==> src/rtl/ring_home_ctrl.sv <==
`timescale 1ns/1ps
module ring_home_ctrl #(
  parameter int AW = 4,
  parameter int DW = 16,
  parameter int SW = 3,
  parameter int QW = 8
) (
  input  logic          clk,
  input  logic          rst_n,
  input  logic          in_valid,
  output logic          in_ready,
  input  logic [2:0]    in_type,
  input  logic [AW-1:0] in_addr,
  input  logic [SW-1:0] in_src,
  input  logic [DW-1:0] in_data,
  output logic          out_valid,
  input  logic          out_ready,
  output logic [2:0]    out_type,
  output logic [AW-1:0] out_addr,
  output logic [SW-1:0] out_src,
  output logic [QW-1:0] out_seq,
  output logic          out_dv,
  output logic [DW-1:0] out_data
);
  localparam int LINES = 1 << AW;
  localparam logic [1:0] K_RDX = 2'd1;
  localparam logic [1:0] K_WB  = 2'd2;

  logic [DW-1:0]    store [LINES];
  logic [LINES-1:0] own, pend, pend_nx;
  logic             h_v;
  logic [1:0]       h_kind;
  logic [AW-1:0]    h_addr;
  logic [SW-1:0]    h_src;
  logic [DW-1:0]    h_data;
  logic [QW-1:0]    seq;

  logic is_ret, slot, hold_go, in_req, in_go, in_park, issue, ret_clr;
  logic [1:0]    i_kind;
  logic [AW-1:0] i_addr;
  logic [SW-1:0] i_src;
  logic [DW-1:0] i_data;

  assign is_ret   = in_type[2];
  assign slot     = !out_valid || out_ready;
  assign hold_go  = h_v && !pend[h_addr] && slot;
  assign in_req   = in_valid && !is_ret;
  assign in_go    = in_req && !h_v && !pend[in_addr] && slot;
  assign in_park  = in_req && !h_v && pend[in_addr];
  assign in_ready = is_ret || (!h_v && (pend[in_addr] || slot));
  assign issue    = hold_go || in_go;
  assign ret_clr  = in_valid && is_ret;

  assign i_kind = hold_go ? h_kind : in_type[1:0];
  assign i_addr = hold_go ? h_addr : in_addr;
  assign i_src  = hold_go ? h_src  : in_src;
  assign i_data = hold_go ? h_data : in_data;

  always_comb begin
    pend_nx = pend;
    if (ret_clr) pend_nx[in_addr] = 1'b0;
    if (issue)   pend_nx[i_addr]  = 1'b1;
  end

  always_ff @(posedge clk) begin
    if (!rst_n) begin
      pend <= '0;
      own  <= '0;
      seq  <= '0;
      for (int i = 0; i < LINES; i++) store[i] <= '0;
    end else begin
      pend <= pend_nx;
      if (issue) begin
        seq <= seq + 1'b1;
        if (i_kind == K_WB) begin
          store[i_addr] <= i_data;
          own[i_addr]   <= 1'b0;
        end else if (i_kind == K_RDX) begin
          own[i_addr] <= 1'b1;
        end
      end
    end
  end

  always_ff @(posedge clk) begin
    if (!rst_n) begin
      out_valid <= 1'b0;
      out_type  <= '0;
      out_addr  <= '0;
      out_src   <= '0;
      out_seq   <= '0;
      out_dv    <= 1'b0;
      out_data  <= '0;
    end else if (issue) begin
      out_valid <= 1'b1;
      out_type  <= {1'b1, i_kind};
      out_addr  <= i_addr;
      out_src   <= i_src;
      out_seq   <= seq;
      if (i_kind == K_WB || own[i_addr]) begin
        out_dv   <= 1'b0;
        out_data <= '0;
      end else begin
        out_dv   <= 1'b1;
        out_data <= store[i_addr];
      end
    end else if (out_ready) begin
      out_valid <= 1'b0;
    end
  end

  always_ff @(posedge clk) begin
    if (!rst_n) begin
      h_v    <= 1'b0;
      h_kind <= '0;
      h_addr <= '0;
      h_src  <= '0;
      h_data <= '0;
    end else if (in_park) begin
      h_v    <= 1'b1;
      h_kind <= in_type[1:0];
      h_addr <= in_addr;
      h_src  <= in_src;
      h_data <= in_data;
    end else if (hold_go) begin
      h_v <= 1'b0;
    end
  end

  p_legal_code_r2: assert property (@(posedge clk) disable iff (!rst_n)
    in_valid |-> in_type[1:0] != 2'b11);
  p_ordered_out_r2: assert property (@(posedge clk) disable iff (!rst_n)
    out_valid |-> out_type[2]);
  p_seq_step_r2: assert property (@(posedge clk) disable iff (!rst_n)
    (out_valid && out_ready) |=> (!out_valid || out_seq == $past(out_seq) + 1'b1));
  p_wb_nodata_r6: assert property (@(posedge clk) disable iff (!rst_n)
    (out_valid && out_type[1:0] == K_WB) |-> (!out_dv && out_data == '0));
  p_return_pending_r7: assert property (@(posedge clk) disable iff (!rst_n)
    (in_valid && is_ret) |-> pend[in_addr]);
  p_hold_waits_r7: assert property (@(posedge clk) disable iff (!rst_n)
    (h_v && pend[h_addr]) |=> h_v);
  p_ret_taken_r8: assert property (@(posedge clk) disable iff (!rst_n)
    (in_valid && is_ret) |-> in_ready);
  p_hold_blocks_r8: assert property (@(posedge clk) disable iff (!rst_n)
    (h_v && in_valid && !is_ret) |-> !in_ready);
  p_stall_stable_r9: assert property (@(posedge clk) disable iff (!rst_n)
    (out_valid && !out_ready) |=> (out_valid &&
      $stable({out_type, out_addr, out_src, out_seq, out_dv, out_data})));
endmodule

==> config.mk <==
export PLATFORM = sky130hd
export DESIGN_NAME = ring_home_ctrl
export DESIGN_NICKNAME = d
export VERILOG_FILES = /design/src/rtl/ring_home_ctrl.sv
export SDC_FILE = /design/constraint.sdc
export NUM_CORES = 1
export LEC_CHECK = 0
export ABC_AREA = 1
export ABC_CLOCK_PERIOD_IN_PS = 5600
export CAP_MARGIN = 20
export CORE_ASPECT_RATIO = 1.5
export CORE_MARGIN = 2
export CORE_UTILIZATION = 60
export DETAILED_ROUTE_END_ITERATION = 8
export DONT_BUFFER_PORTS = 1
export GPL_ROUTABILITY_DRIVEN = 0
export PLACE_DENSITY = 0.82
export SETUP_SLACK_MARGIN = 0.4
export SYNTH_ARGS = -nofsm -noshare
export SYNTH_HDL_FRONTEND = slang
export SYNTH_SLANG_ARGS = --single-unit
==> constraint.sdc <==
create_clock -name clk -period 5.6 [get_ports clk]
set_input_delay 0.56 -clock clk [delete_from_list [all_inputs] [get_ports clk]]
set_output_delay 0.56 -clock clk [all_outputs]
set_load 0.01 [all_outputs]
==> results_dict.tcl <==
set metrics [dict create \
    drt.antenna.violating_nets 0 \
    leakage_nw 7.98 \
    hp-class "primary input to flop" \
    first_pass_iters 7 \
    grt_max_degree 109 \
    wire_per_inst_um 18.8 \
    period_needed_ns 4.51 \
    clk_pin_slew_ns 0.06 \
    core_um2 27800 \
    hold_violations 0 \
    cts-htree-levels 2 \
    ctsHoldBuffers 0 \
    cts_buffers 34 \
    tightest_slew_ns 1.06 \
    nets 2038 \
    peakVddDrop_mv 0.256 \
    cts_resized 0 \
    grt_pass1_wl_um 69900 \
    dp_hpwl_um 29100 \
    netlist_area_um2 16800 \
    die_area_um2 29400 \
    critPathRequiredTime_ns 5.77 \
    drv_slew 0 \
    num-fill-cells 2131 \
    clkLatencyLatePin_ns 0.55 \
    max_clock_freq_mhz 222 \
    area_growth_pct 8.23 \
    synth_cell_types 37 \
    cts_tree "yes" \
    arrival_ns 4.68 \
    track_usage_pct 30.7 \
    via_per_inst 5.78 \
    drv_cap 0 \
    yosysWarnings 0 \
    synth_nets 2099 \
    pin_count 67 \
    antenna_cells 0 \
    start_kind "flop" \
    start_util_pct 60.6 \
    antenna_found_initial 0 \
    grt_pass1_vias 13172 \
    power.total_mw 5.78 \
    drc 0 \
    status "complete, no violations" \
    drive_gt1_share_pct 5.81 \
    grt_setup_unrepaired "false" \
    cts_setup_buffers 0 \
    synth.yosys.seq_area_share_pct 57.8 \
    overflow 0 \
    finalNonFillerCells 2378 \
    netlist_instances 2067 \
    setup_tns_ns 0 \
    synth.avg_cell_area_um2 8.14 \
    first_iter_violations 1855 \
    drt-total-wl_um 44700 \
    skew_ns 0.0264 \
    clockBufferDepth 3 \
    die_w_um 141 \
    cp_max_fo 17 \
    slew_headroom_pct 27.9 \
    period_share_pct 80.5 \
    die_y_um 209 \
    rows 75 \
    setup_viol 0 \
    place_inst 2316 \
    cts-root-buf "clkbuf_16" \
    cp-end-kind "flop" \
    numPortBuffers 0 \
    clock_sinks 358 \
    power_density_nw_per_um2 317 \
    ys_ff_latch 358 \
    path_class "flop to flop" \
    vias 13752 \
]
-- where the power goes --
part	switching [mW]	internal, mW
logic	0.361	0.108
clock network	1.01	1.34
registers	0.0456	2.92
total	1.41	4.36
-- layer usage --
metal | up-vias | part of all wire (%) | GRT usage, % | wire length, µm
met1 | 6276 | 34 | 35.7 | 15000
met2 | 874 | 49 | 52.2 | 21800
met4 | 0 | 7.6 | 19.1 | 3410
met3 | 227 | 9.9 | 5.91 | 4430
li1 | 6375 | - | - | -
met5 | - | 0 | 0 | 0
-- layout make-up --
| cell class | instances | area [µm²] | share of cell area, % |
|---|---|---|---|
| sequential | 358 | 9730 | 53.4 |
| multi-input combinational | 1378 | 5970 | 32.8 |
| inverter | 218 | 821 | 4.51 |
| clock buffer | 38 | 886 | 4.87 |
| timing repair buffer | 16 | 120 | 0.660 |
| tap | 346 | 433 | 2.38 |
| clock inverter | 24 | 243 | 1.33 |
-- flip-flops by register name (all words and copies together), names as in the netlist, 4 cells and up, named ones only --
signal    flops
store       256
h_data       16
out_addr      4
out_data     16
pend         16
h_addr        4
seq           8
out_seq       8
-- per-stage QoR --
step	hold slack (ns)	worst slack [ns]	cell area, µm²	util, %
after global routing	0.144	0.776	18200	65.5
after detailed placement	0.443	1.25	17100	61.5
final	0.136	1.09	18200	65.5
after floorplan	0.425	2.06	16800	-
after global placement	0.435	1.32	17100	61.5
after CTS	0.126	1.21	18200	65.5
-- synth_stat cells, drive strengths merged --
cell type / count / area [µm²]
a211oi: 2 / 15.0
a21oi: 67 / 335
a22oi: 4 / 30.0
a31oi: 4 / 25.0
buf: 42 / 220
clkbuf: 71 / 267
clkinv: 1 / 3.75
dfxtp: 102 / 2040
edfxtp: 256 / 7690
ha: 2 / 25.0
inv: 217 / 817
mux2i: 17 / 170
nand2: 713 / 2710
nand3: 24 / 143
nand4: 3 / 18.8
nor2: 374 / 1420
nor3: 2 / 21.3
nor3b: 1 / 7.51
nor4: 1 / 6.26
o21ai: 156 / 792
o221ai: 4 / 35.0
o31ai: 2 / 15.0
or2: 1 / 6.26
xor2: 1 / 8.76
-- worst paths after layout --
path                           from                          end  slack, ns  cells after the start
max          h_addr[0]$_SDFFE_PN0P_  store[13][14]$_SDFFCE_PN0P_       1.09                     16
min                           rst_n          seq[6]$_SDFFE_PN0N_       0.14                      2
max reg2reg  h_addr[0]$_SDFFE_PN0P_  store[13][14]$_SDFFCE_PN0P_       1.09                     16
min reg2reg                    flop                         flop       0.45                      2
-- logic make-up (layout without fill, tap and decap cells) --
kind of cell	after synthesis	after routing	synth area share [%]
buffers and inverters	331	296	7.77
AO/OA/AOI/OAI	239	239	7.42
adder cells (fa/ha/maj)	2	2	0.149
XOR/XNOR	1	1	0.0521
AND/OR/NAND/NOR	1119	1119	25.8
multiplexers	17	17	1.01
flip-flops	358	358	57.8
-- worst max-delay path, cell delays in order (launching register included) --
cell and delay, ns:
dfxtp_1 0.56, inv_4 0.12, nand2_1 0.08, nand2_1 0.05
nand2_1 0.06, nand3_1 0.09, nand3_2 0.14, nand3_4 0.22
inv_1 0.18, nand2_1 0.08, nand2_1 0.09, ha_1 0.56
inv_1 0.21, nor3_4 0.40, buf_4 0.31, nand2_1 0.37
nand2_1 0.61
-- cell usage in the layout (no fill, tap or decap), types with 3 or more instances in the layout --
master	n
a31oi_1	4
nand2_1	700
bufinv_16	4
clkinv_2	3
mux2i_2	4
nor2_1	370
inv_1	208
nand4_1	3
edfxtp_1	256
buf_4	16
a21oi_1	67
dfxtp_1	102
inv_6	3
mux2i_4	12
o21ai_0	152
inv_2	8
o221ai_1	4
nand3_1	21
clkbuf_16	34
clkinvlp_2	3
clkinv_1	8
a22oi_1	4
nand2_2	12
No activity file was read; power rests on OpenSTA's default activity.
